**config.mk**
```make
export PLATFORM = sky130hd
export DESIGN_NAME = timebase_ctr
export DESIGN_NICKNAME = d
export VERILOG_FILES = /design/src/rtl/tbc_pkg.sv /design/src/rtl/tbc_counter.sv /design/src/rtl/tbc_irq.sv /design/src/rtl/timebase_ctr.sv
export SDC_FILE = /design/constraint.sdc
export NUM_CORES = 1
export LEC_CHECK = 0
export BUFFER_PORTS_ARGS = -buffer_cell sky130_fd_sc_hd__buf_2
export CORE_UTILIZATION = 52
export DETAILED_ROUTE_END_ITERATION = 12
export GPL_TIMING_DRIVEN = 0
export PLACE_DENSITY = 0.76
export SLEW_MARGIN = 15
export SYNTH_ARGS = -nofsm -noshare
export SYNTH_HDL_FRONTEND = slang
export SYNTH_SLANG_ARGS = --single-unit
```
**constraint.sdc**
```tcl
create_clock -name clk_i -period 1.9 [get_ports clk_i]
set_clock_uncertainty 0.15 [all_clocks]
set_input_delay 0.285 -clock clk_i [delete_from_list [all_inputs] [get_ports clk_i]]
set_output_delay 0.285 -clock clk_i [all_outputs]
set_load 0.02 [all_outputs]
```
**src/rtl/tbc_pkg.sv**
```systemverilog
`timescale 1ns/1ps
package tbc_pkg;
  localparam int DATA_W = 4;
  localparam int N_IRQ  = 3;
  localparam int RUN_BIT = 3;
  localparam logic [1:0] A_TAP_LO = 2'd0;
  localparam logic [1:0] A_TAP_HI = 2'd1;
  localparam logic [1:0] A_CTRL   = 2'd2;
  localparam logic [1:0] A_FLAG   = 2'd3;
  // count bit watched by each interrupt source: 32 Hz, 8 Hz, 2 Hz
  localparam int IRQ_TAP [N_IRQ] = '{2, 4, 6};
endpackage

```
**src/rtl/tbc_counter.sv**
```systemverilog
`timescale 1ns/1ps
module tbc_counter #(
  parameter int CNT_W = 8
) (
  input  logic             clk_i,
  input  logic             rst_ni,
  input  logic             run_i,
  input  logic             clr_i,
  input  logic             tick_i,
  output logic [CNT_W-1:0] cnt_o,
  output logic             step_o
);
  logic [CNT_W-1:0] cnt_q;

  assign step_o = run_i & tick_i & ~clr_i;
  assign cnt_o  = cnt_q;

  always_ff @(posedge clk_i or negedge rst_ni) begin
    if (!rst_ni)      cnt_q <= '0;
    else if (clr_i)   cnt_q <= '0;
    else if (step_o)  cnt_q <= cnt_q + 1'b1;
  end

  AST_STEP_ONE: assert property (@(posedge clk_i) disable iff (!rst_ni)
    (run_i && tick_i && !clr_i) |=> cnt_q == CNT_W'($past(cnt_q) + 1));
  AST_CLR_ZERO: assert property (@(posedge clk_i) disable iff (!rst_ni)
    clr_i |=> cnt_q == '0);
  AST_HOLD_IDLE: assert property (@(posedge clk_i) disable iff (!rst_ni)
    (!clr_i && !(run_i && tick_i)) |=> $stable(cnt_q));
endmodule

```
**src/rtl/tbc_irq.sv**
```systemverilog
`timescale 1ns/1ps
module tbc_irq
  import tbc_pkg::*;
#(
  parameter int TAP_W = 7
) (
  input  logic             clk_i,
  input  logic             rst_ni,
  input  logic [TAP_W-1:0] cnt_i,
  input  logic             step_i,
  input  logic [N_IRQ-1:0] en_i,
  input  logic             rd_clr_i,
  output logic [N_IRQ-1:0] flag_o,
  output logic             irq_o
);
  logic [N_IRQ-1:0] set;
  logic [N_IRQ-1:0] flag_q;

  for (genvar k = 0; k < N_IRQ; k++) begin : g_src
    // a tap falls on the step that carries out of all bits up to it
    assign set[k] = step_i & (&cnt_i[IRQ_TAP[k]:0]);

    always_ff @(posedge clk_i or negedge rst_ni) begin
      if (!rst_ni) flag_q[k] <= 1'b0;
      else         flag_q[k] <= set[k] | (flag_q[k] & ~rd_clr_i);
    end

    AST_FLAG_SET: assert property (@(posedge clk_i) disable iff (!rst_ni)
      set[k] |=> flag_q[k]);
    AST_READ_CLEARS: assert property (@(posedge clk_i) disable iff (!rst_ni)
      (rd_clr_i && !set[k]) |=> !flag_q[k]);
  end

  assign flag_o = flag_q;
  assign irq_o  = |(flag_q & en_i);
endmodule

```
**src/rtl/timebase_ctr.sv**
```systemverilog
`timescale 1ns/1ps
module timebase_ctr
  import tbc_pkg::*;
(
  input  logic              clk_i,
  input  logic              rst_ni,
  input  logic              tick_i,
  input  logic [1:0]        addr_i,
  input  logic              wr_i,
  input  logic              rd_i,
  input  logic [DATA_W-1:0] wdata_i,
  output logic [DATA_W-1:0] rdata_o,
  output logic              irq_o
);
  localparam int CNT_W = 2 * DATA_W;
  localparam int TAP_W = IRQ_TAP[N_IRQ-1] + 1;

  logic             run_q;
  logic [N_IRQ-1:0] en_q;
  logic [CNT_W-1:0] cnt;
  logic             step;
  logic [N_IRQ-1:0] flag;
  logic             ctrl_wr, clr, rd_clr;

  assign ctrl_wr = wr_i && (addr_i == A_CTRL);
  assign clr     = ctrl_wr && !wdata_i[RUN_BIT];
  assign rd_clr  = rd_i && (addr_i == A_FLAG);

  always_ff @(posedge clk_i or negedge rst_ni) begin
    if (!rst_ni) begin
      run_q <= 1'b0;
      en_q  <= '0;
    end else if (ctrl_wr) begin
      run_q <= wdata_i[RUN_BIT];
      en_q  <= wdata_i[N_IRQ-1:0];
    end
  end

  tbc_counter #(.CNT_W(CNT_W)) u_cnt (
    .clk_i  (clk_i),
    .rst_ni (rst_ni),
    .run_i  (run_q),
    .clr_i  (clr),
    .tick_i (tick_i),
    .cnt_o  (cnt),
    .step_o (step)
  );

  tbc_irq #(.TAP_W(TAP_W)) u_irq (
    .clk_i    (clk_i),
    .rst_ni   (rst_ni),
    .cnt_i    (cnt[TAP_W-1:0]),
    .step_i   (step),
    .en_i     (en_q),
    .rd_clr_i (rd_clr),
    .flag_o   (flag),
    .irq_o    (irq_o)
  );

  always_comb begin
    case (addr_i)
      A_TAP_LO: rdata_o = cnt[DATA_W-1:0];
      A_TAP_HI: rdata_o = cnt[CNT_W-1:DATA_W];
      A_CTRL:   rdata_o = DATA_W'({run_q, en_q});
      default:  rdata_o = DATA_W'(flag);
    endcase
  end

  AST_RO_WRITE: assert property (@(posedge clk_i) disable iff (!rst_ni)
    (wr_i && addr_i != A_CTRL) |=> $stable({run_q, en_q}));
  AST_STOPPED_ZERO: assert property (@(posedge clk_i) disable iff (!rst_ni)
    !run_q |-> cnt == '0);
endmodule

```
==> metrics.md, run 1 <==
| Metric | Value |
|---|---|
| Outcome | complete, no violations |
| Logic pwr share | 24.4% |
| DR vias/cell | about 6.2 |
| Startpoint Class | flip-flop |
| Worst-path clk slew | approximately 0.090 ns |
| First-pass GRT wire length | 2566 um |
| Slew of the pin with the lowest slew margin | between 0.3 and 0.4 ns |
| Flops & latches, synth | 15 |
| Worst path required time | 1.46 ns |
| Sequential power share | 53.4% |
| Antenna diode count | 0 |
| Min-delay worst type | in2reg |
| Post-synthesis instance total | 72 |
| Tot GR Track Use | about a quarter |
| Initial Util | between 50% and 60% |
| Final min period | 1.834 ns |
| Synth warn | 0 |
| Avg Cell Area, Syn | about 11 um2 |
| Layout cells sized above 1 | 30.00% |
| Slowest stage delay, CP | 0.48 ns |
| Max_cap viols | 0 |
| Final ANT Viol Nets | 0 |
| TritonCTS clock tree | yes |
| I/O Pins | 16 |
| CP Capture Type | output port |
| Vias in the first global route | 589 |
| Synth Net Count | 86 |
| Clk buf depth | 2 |
| Most frequent cells in the layout | 15 x dfrtp_1, 14 x buf_2, 7 x a21oi_1 |
| Initial antenna violation count | 0 |
| Vias | 652 |
| GRT overflow | 0 |
| RSZ-0062 raised after global routing | false |
| Clk Latency, worst-skew pair | a little under 0.3 ns |
| VDD IR max | 558.9 uV |
| DRC violation count after routing | 0 |
| Sequential fraction of the synthesis area | 46.51% |
| Library cells used by synthesis | 26 |
| Routability cong. | between 0.7 and 0.8 |
| Sw Pwr | 275.5 uW |
| P_leak | approximately 0.00043 uW |
| Iteration-0 DRC Markers | 16 |
| Core Area | 0.001366 mm2 |
| F_max | 545.4 MHz |
| Fin. Hold Viols | 0 |
| Period utilization | 96.50% |
| FP Rows | 13 |
| IO Port Bufs | 13 |
| Synthesized area | 807.0 um2 |
| Critical path's slowest cell | mux4_2 |
| CTS Buf Count | 3 |
| Clock sink total | 15 |
| First drt pass iteration count | 4 |
| Net Sw Frac | between 30% and 40% |
| Crit Path Max Fanout | 6 |
| Worst slew margin | 73.48% |
| Total Wirelength | 1661 um |
| Fin. max-slew vios | 0 |
| PwrDens | 897.5 mW/mm2 |
| Die height | 41.40 um |
| Most common cell after layout, fill and taps aside | dfrtp_1 |
| Full die area | around 0.0017 mm2 |
| Htree depth | 1 |
| Crit-path cells | mux4_2, buf_2 |
| Worst Path Arrival | 1.40 ns |
| Clock power frac | 22.2% |
| Internal Power | 556.6 uW |
| Wire per inst | between 15 and 20 um |
| Detailed Place HPWL | 1257 um |
| CTS root buf | clkbuf_4 |
| Final nets | between 100 and 150 |
| P&R area growth vs syn | 14.88% |
| Worst setup path class | reg2out |
| Largest net degree at the start of global routing | 16 |
| Total power | 832.1 uW |
| Cts repair resizes | 0 |
| TNS Setup | 0 ns |
| Final setup vio count | 0 |
| Chip Width | approximately 41 um |
path summary, 6_finish.rpt:
path	startpoint	to	slack, ns	cells after the start
setup reg to reg	u_cnt.cnt_o[0]$_DFFE_PN0P_	u_cnt.cnt_o[4]$_DFFE_PN0P_	0.31	5
setup / recovery	u_cnt.cnt_o[2]$_DFFE_PN0P_	rdata_o[2]	0.07	2
hold / removal	wdata_i[1]	en_q[1]$_DFFE_PN0P_	0.07	2
hold reg to reg	u_irq.flag_o[2]$_DFF_PN0_	u_irq.flag_o[2]$_DFF_PN0_	0.39	2
max in group asynchronous	rst_ni	u_cnt.cnt_o[3]$_DFFE_PN0P_	1.06	2
min in group asynchronous	rst_ni	u_cnt.cnt_o[6]$_DFFE_PN0P_	0.28	2
power groups by stage:
stage	Sequential (uW)	Clock (uW)	Combinational, uW
floorplan	424	0	155
global placement	447	0	198
detailed placement	450	0	204
CTS	443	187	206
global route	451	202	233
finish	444	185	203
cell usage after synthesis:
master,n,share of area (%)
nand3_1,6,3.7
or4_1,2,1.9
or3_1,1,0.78
a22o_1,2,2.2
nand3b_1,2,1.9
buf_2,1,0.62
buf_6,1,1.4
or3_2,1,0.93
ha_1,3,4.7
nand2_2,1,0.78
and3_1,1,0.78
o21ai_0,3,1.9
dfrtp_1,15,47
o31ai_1,3,2.8
xor2_1,1,1.1
mux2_2,4,5.6
nand2_1,5,2.3
mux4_2,3,8.4
a21oi_1,7,4.3
nor2_1,2,0.93
mux2i_1,1,1.2
nand4_1,2,1.6
nor4bb_1,1,1.2
inv_1,1,0.46
a222oi_1,1,1.2
clkbuf_1,2,0.93
layer usage:
| metal | routed length [um] | track usage (%) | up-vias |
|---|---|---|---|
| met3 | 65 | 6.383 | 3 |
| li1 | - | - | 315 |
| met1 | 745 | 28.76 | 314 |
| met5 | 0 | 0 | - |
| met2 | 826 | 41.02 | 20 |
| met4 | 23 | 12.10 | 0 |
cell type report:
| type | count | area [um2] |
|---|---|---|
| fill | 110 | 439.2 |
| inverter | 1 | 3.754 |
| multi-input combinational | 52 | 404.1 |
| tap | 15 | 18.77 |
| sequential | 15 | 375.4 |
| clock buffer | 4 | 26.28 |
| timing repair buffer | 14 | 75.07 |
| buffer | 4 | 23.77 |
worst max-delay path: cells and delay by family (launching register included):
kind / cells / cell delay, ns
mux: 1 / 0.48
flops: 1 / 0.46
buf+inv: 1 / 0.17
repair_timing:
action                                 4_1_cts  5_1_grt
endpoints found under the hold margin       15        0
buffers inserted                             0        0
hold buffers                                 1        0
flip-flops by register name, indices dropped and copies added (netlist names):
signal	count
u_cnt.cnt_o	8
run_q	1
u_irq.flag_o	3
en_q	3
per-stage QoR:
stage	area [um2]	util (%)	setup WS, ns	hold slack [ns]	cells
after floorplan	807.0	-	0.3152	-0.1606	72
after CTS	927.1	67.86	0.06201	0.07385	105
after global routing	927.1	67.86	0.007721	0.06483	105
after detailed placement	890.9	65.20	0.1296	0.05865	100
after global placement	890.9	65.20	0.1610	0.05706	100
final	927.1	67.86	0.06643	0.07235	105
kinds of logic (layout without fill, tap and decap cells):
group	after synthesis	in the layout	synth area share (%)
and+or+nand+nor	24	24	16.75
AOI/OAI and AO/OA	16	16	12.40
DFF	15	15	46.51
muxes	8	8	15.19
buffers and inverters	5	23	3.410
adders and majority gates	3	3	4.652
xor gates and xnor gates	1	1	1.085
No activity file was read; power rests on OpenSTA's default activity.
==> run 2, diff against run 1 <==
- CORE_UTILIZATION: 52 -> 56
- PLACE_DENSITY: 0.76 -> 0.81
- clock period: 1.9 -> 2.4 ns (I/O delays scaled with it)
==> run 2 against run 1 <==
  * Sequential cell count stayed put
  * Highest routed layer unchanged
  * Sequential share of layout area did not move
  * Critical path depth up 1
  * Combinational power down 20%
  * Largest cell class unchanged
  * Critical endpoint unchanged
  * Worst hold slack improved by 0.090 ns
  * Sequential power shrank 20%
  * Clock power shrank 24%
  * Register-to-register slack gained 0.52 ns
  * Via count shrank 3.2%
  * Non-clock buffer count stayed put
  * Final area is the same
  * Largest power group unchanged
  * Cell count stayed put
==> metrics.md, run 2 (synthesis results as in run 1) <==
| Metric | Value |
|---|---|
| Outcome | complete, no violations |
| First-pass GRT wire length | 2559 um |
| Chip Width | 39.96 um |
| Post-CTS Setup Inserts | 0 |
| Initial antenna violation count | 0 |
| Tot GR Track Use | around 25% |
| Initial Util | between 60% and 70% |
| Clk buf depth | 2 |
| FP Rows | 13 |
| Die height | 39.96 um |
| F_max | 524.0 MHz |
| RR Endpoint | u_cnt.cnt_o[5]$_DFFE_PN0P_ |
| Iteration-0 DRC Markers | 12 |
| PwrDens | 709.2 mW/mm2 |
| Min-delay worst type | in2reg |
| Final ANT Viol Nets | 0 |
| DP Area | 890.9 um2 |
| Detailed Place HPWL | 1213 um |
| Vias in the first global route | 575 |
| DR vias/cell | 6.010 |
| Antenna diode count | 0 |
| Max_cap viols | 0 |
| Fill cells | a little over 100 |
| P&R area growth vs syn | 14.88% |
| Final setup vio count | 0 |
| Worst Path Arrival | 1.40 ns |
| Worst setup path endpoint | rdata_o[2] |
| P_leak | approximately 0.00043 uW |
| IO Port Bufs | 13 |
| Fin. Hold Viols | 0 |
| Worst Setup SP | addr_i[0] |
| Crit-path cells | clkbuf_1, mux4_2, buf_2 |
| Hold_buf cts | 1 |
| Htree depth | 1 |
| Fin. max-slew vios | 0 |
| First drt pass iteration count | 4 |
| TNS Setup | 0 ns |
| Worst-path clk slew | roughly 0.08 ns |
| Max FFs per register | 8 |
| Final min period | 1.908 ns |
| Critical Path Stages | 3 |
| Register area | 375.4 um2 |
| Flop2flop setup slack | 0.83 ns |
| Largest net degree at the start of global routing | 16 |
| Layout cells sized above 1 | between 30% and 40% |
| TritonCTS clock tree | yes |
| Crit Path Max Fanout | 8 |
| Clock sink total | 15 |
| Cell family with most CP delay | multiplexers |
| I/O Pins | 16 |
| CTS Buf Count | 3 |
| Startpoint Class | input pin |
| Most common cell after layout, fill and taps aside | dfrtp_1 |
| Hold path depth | 2 |
| R2r startpoint | run_q$_DFFE_PN0P_ |
| Period utilization | between 70% and 80% |
| DRC violation count after routing | 0 |
| Worst path required time | 1.89 ns |
| Slew of the pin with the lowest slew margin | between 0.4 and 0.5 ns |
| GRT overflow | 0 |
| Routability cong. | 0.7968 |
| CTS root buf | clkbuf_4 |
| Full die area | roughly 0.0016 mm2 |
| Worst slew margin | 72.46% |
| Clk Latency, worst-skew pair | around 0.28 ns |
| Core Area | 0.001318 mm2 |
| Final nets | 105 |
| Worst setup path class | in2out |
| VDD IR max | 376.9 uV |
| CP bufs+invs | 2 |
| Most frequent cells in the layout | 15 x dfrtp_1, 14 x buf_2, 7 x a21oi_1 |
| RSZ-0062 raised after global routing | false |
| Cts repair resizes | 0 |
| Total Wirelength | 1617 um |
| Util after Layout | 70.37% |
| Vias | 631 |
| Reg2reg path depth | 4 |
| Critical path's slowest cell | mux4_2 |
| Layout Cell Area excl Fill | 927.1 um2 |
| CP Capture Type | output port |
| Slowest stage delay, CP | approximately 0.55 ns |
| Wire per inst | 15.40 um |
| Multi-input logic area | 404.1 um2 |
==> run 2: stage by stage <==
stage	power [uW]	hold WS, ns	setup slack (ns)	cells
floorplan	458.6	-0.08559	0.6652	72
global placement	509.1	0.1260	0.5352	100
detailed placement	520.6	0.1329	0.4874	100
CTS	664.3	0.1541	0.4883	105
global route	705.3	0.1577	0.4265	105
finish	657.5	0.1621	0.4915	105
==> run 2: how the worst min path moves through the flow <==
stage / startpoint / to / slack [ns]
floorplan: rst_ni / en_q[0]$_DFFE_PN0P_ / -0.09
global route: wdata_i[1] / en_q[1]$_DFFE_PN0P_ / 0.16
global placement: rst_ni / u_cnt.cnt_o[6]$_DFFE_PN0P_ / 0.13
CTS: wdata_i[1] / en_q[1]$_DFFE_PN0P_ / 0.15
detailed placement: rst_ni / u_irq.flag_o[1]$_DFF_PN0_ / 0.13
finish: wdata_i[1] / en_q[1]$_DFFE_PN0P_ / 0.16
==> run 2: power by group <==
group	switching (uW)	internal, uW
Sequential	59.3	295
Clock	76.0	64.4
Combinational	80.9	82.2
==> run 2: per-layer routing <==
metal,track usage [%],vias to the layer above,wire length [um]
li1,-,312,-
met1,33.92,301,791
met2,37.10,16,751
met3,3.333,2,59
met4,15.52,0,15
met5,0,-,0
==> run 2: layout make-up <==
cell class | count | share of cell area, %
Clock buffer | 4 | 2.834
Tap cell | 15 | 2.024
Sequential cell | 15 | 40.49
Timing Repair Buffer | 14 | 8.097
Inverter | 1 | 0.4049
Buffer | 4 | 2.564
Multi-Input combinational cell | 52 | 43.59
==> run 3, diff against run 2 <==
- ABC_AREA: unset -> 1
- CORE_UTILIZATION: 56 -> 53
- PLACE_DENSITY: 0.81 -> 0.76
- clock period: 2.4 -> 1.9 ns (I/O delays scaled with it)
==> run 3 against run 2 <==
  * Sequential cell count did not move
  * Critical endpoint is now rdata_o[0]
  * Wire length rose by 7.2%
  * Global-route usage down 2.7 points
  * Critical path depth is the same
  * Worst hold slack worse by 0.11 ns
  * Final area is 11% higher
  * Sequential power increased by 27%
  * Sequential share of layout area is 4.0 points lower
  * Synthesized area is 11% higher
  * Utilization is 3.6 points lower
  * Clock power grew 41%
  * Largest cell class unchanged
  * Highest routed layer unchanged
==> metrics.md, run 3 <==
| Metric | Value |
|---|---|
| Final setup vio count | 0 |
| Die height | 43.20 um |
| First drt pass iteration count | 4 |
| Worst Path Arrival | ~1.1 ns |
| Synth Flop Type | dfrtp_1 |
| Routability cong. | 0.8209 |
| Startpoint Class | flip-flop |
| Fin. Hold Viols | 0 |
| Chip Width | approximately 43 um |
| Synth Net Count | 132 |
| Max_cap viols | 0 |
| Flops & latches, synth | 15 |
| GRT overflow | 0 |
| Slowest stage delay, CP | 0.45 ns |
| Vias in the first global route | 771 |
| Initial antenna violation count | 0 |
| Fin cells | 153 |
| Most common cell after layout, fill and taps aside | nand2_1 |
| Vias | 791 |
| Cell family with most CP delay | flip-flops |
| Crit-path cells | nand3_1, nand4_1, buf_2 |
| Core Area | 0.001541 mm2 |
| Final ANT Viol Nets | 0 |
| Placed cells | 148 |
| Post-Synth Adder-Cell Area | 4.172% |
| WHS Endpoint | en_q[1]$_DFFE_PN0P_ |
| Period utilization | 81.30% |
| Library cells used by synthesis | 18 |
| Antenna diode count | 0 |
| F_max | around 650 MHz |
| Worst-path clk slew | 0.11 ns |
| Most common library cells after synthesis | 53 x nand2_1, 15 x dfrtp_1, 12 x nand3_1 |
| Max FFs per register | 8 |
| Hold_sp | wdata_i[1] |
| DR vias/cell | 5.170 |
| Worst slew margin | 77.19% |
| Tot GR Track Use | 22.20% |
| Worst setup path class | reg2out |
| P&R area growth vs syn | 14.46% |
| Full die area | 0.001866 mm2 |
| Final min period | 1.545 ns |
| VDD IR max | between 600 and 700 uV |
| Most frequent cells in the layout | 53 x nand2_1, 15 x dfrtp_1, 14 x buf_2 |
| Hold path depth | 3 |
| Synth Area in XOR/XNOR | 0% |
| Htree depth | 1 |
| DRC violation count after routing | 0 |
| IO Port Bufs | 14 |
| Flop2flop setup slack | approximately 0.47 ns |
| Total Wirelength | 1733 um |
| Layout cells sized above 1 | 21.17% |
| CP bufs+invs | 1 |
| Main combinational cell family by area after synthesis | simple AND/OR/NAND/NOR gates |
| FP Rows | 14 |
| Wire per inst | 11.33 um |
| Largest net degree at the start of global routing | 16 |
| PwrDens | 846.5 mW/mm2 |
| Reg2reg path depth | 6 |
| Synth area leaders | dfrtp_1 42%, nand2_1 22%, nand3_1 6.7% |
| TNS Setup | 0 ns |
| Yosys top cell by area | dfrtp_1 |
| Clk buf depth | 2 |
| Detailed Place HPWL | 1384 um |
| Min-delay worst type | in2reg |
| Worst path required time | about 1.5 ns |
| Async SR Flop Fraction | between 90% and 100% |
| EDFF count, synth | 0 |
| Iteration-0 DRC Markers | 24 |
| P_leak | 0.0005678 uW |
| Most frequent cell after synthesis | nand2_1 |
| RSZ-0062 raised after global routing | false |
| TritonCTS clock tree | yes |
| Synth top area share | 41.72% |
| RR Endpoint | u_cnt.cnt_o[4]$_DFFE_PN0P_ |
| Outcome | complete, no violations |
| Post-synthesis instance total | 118 |
| CTS Buf Count | 3 |
| Avg Cell Area, Syn | 7.624 um2 |
| Synthesized area | 899.6 um2 |
| Multiplexer area fraction after synthesis | 0% |
| First-pass GRT wire length | 3056 um |
| Post-CTS Setup Inserts | 0 |
| Fin. max-slew vios | 0 |
| CP Capture Type | output port |
| I/O Pins | 16 |
| Initial Util | 58.36% |
| Synth warn | 0 |
| Final nets | approximately 150 |
| Synth Area in Simple Gates | 46.45% |
| Slew of the pin with the lowest slew margin | 0.3422 ns |
| CTS root buf | clkbuf_4 |
| Synth Area in Compound Gates | 2.225% |
| Crit Path Max Fanout | 5 |
| Clk Latency, worst-skew pair | 0.30 ns |
| R2r startpoint | u_cnt.cnt_o[0]$_DFFE_PN0P_ |
| Sequential fraction of the synthesis area | 41.72% |
| Cts repair resizes | 0 |
| Clock sink total | 15 |
| Hold_buf cts | 1 |
| Critical path's slowest cell | dfrtp_1 |
==> run 3: changes by cell type after synthesis, sizes merged, moves of 3 or more <==
cell,previous run,this run
a21oi,7,2
mux2,4,0
nand3,6,13
mux4,3,0
nand2,6,54
inv,1,10
o31ai,3,0
nor2,2,12
==> run 3: cells by family (layout without fill, tap and decap cells) <==
logic type      count (synthesis)  count (layout)
buf+inv                        11              30
flops                          15              15
compound gates                  4               4
fa+ha+maj                       3               3
simple gates                   85              85
==> run 3: layout make-up <==
cell class / instances / area [um2]
Buffer: 1 / 11.26
Clock buffer: 3 / 22.52
Clock inverter: 1 / 7.507
Fill cell: 141 / 511.7
Inverter: 10 / 37.54
Multi-Input combinational cell: 92 / 475.5
Sequential cell: 15 / 375.4
Tap cell: 16 / 20.02
Timing Repair Buffer: 15 / 80.08
==> run 3: tightest hold or removal path, stage by stage <==
cell and delay (ns):
buf_2 0.07, nand3_1 0.07, nand2_1 0.05
==> run 3: worst max path at each step <==
stage	startpoint	endpoint	cells after the start	slack, ns
finish	u_cnt.cnt_o[4]$_DFFE_PN0P_	rdata_o[0]	3	0.36
global route	u_cnt.cnt_o[4]$_DFFE_PN0P_	rdata_o[0]	3	0.31
CTS	u_cnt.cnt_o[4]$_DFFE_PN0P_	rdata_o[0]	3	0.35
detailed placement	addr_i[1]	rdata_o[2]	5	0.47
global placement	addr_i[1]	rdata_o[0]	5	0.48
floorplan	u_cnt.cnt_o[0]$_DFFE_PN0P_	u_cnt.cnt_o[4]$_DFFE_PN0P_	6	0.56
==> run 3: power by group <==
part | switching (uW) | internal, uW
Clock | 117 | 80.3
Combinational | 137 | 89.2
Sequential | 69.0 | 379
==> run 3: metrics by stage <==
step	utilization (%)	hold WS, ns	total power, uW	area, um2	setup slack [ns]
global route	66.80	0.07215	926.3	1030	0.3105
CTS	66.80	0.05233	876.6	1030	0.3496
detailed placement	64.20	0.05812	681.6	989.7	0.4651
finish	66.80	0.05362	871.7	1030	0.3553
floorplan	-	-0.1606	601.8	899.6	0.5565
global placement	64.20	0.05409	670.6	989.7	0.4764
==> run 3: layer usage <==
layer | global-route usage, % | up-vias | share of wire (%)
li1 | - | 414 | -
met1 | 27.84 | 358 | 45
met2 | 37.91 | 16 | 49
met3 | 2.979 | 3 | 4.7
met4 | 9.091 | 0 | 1.6
met5 | 0 | - | 0
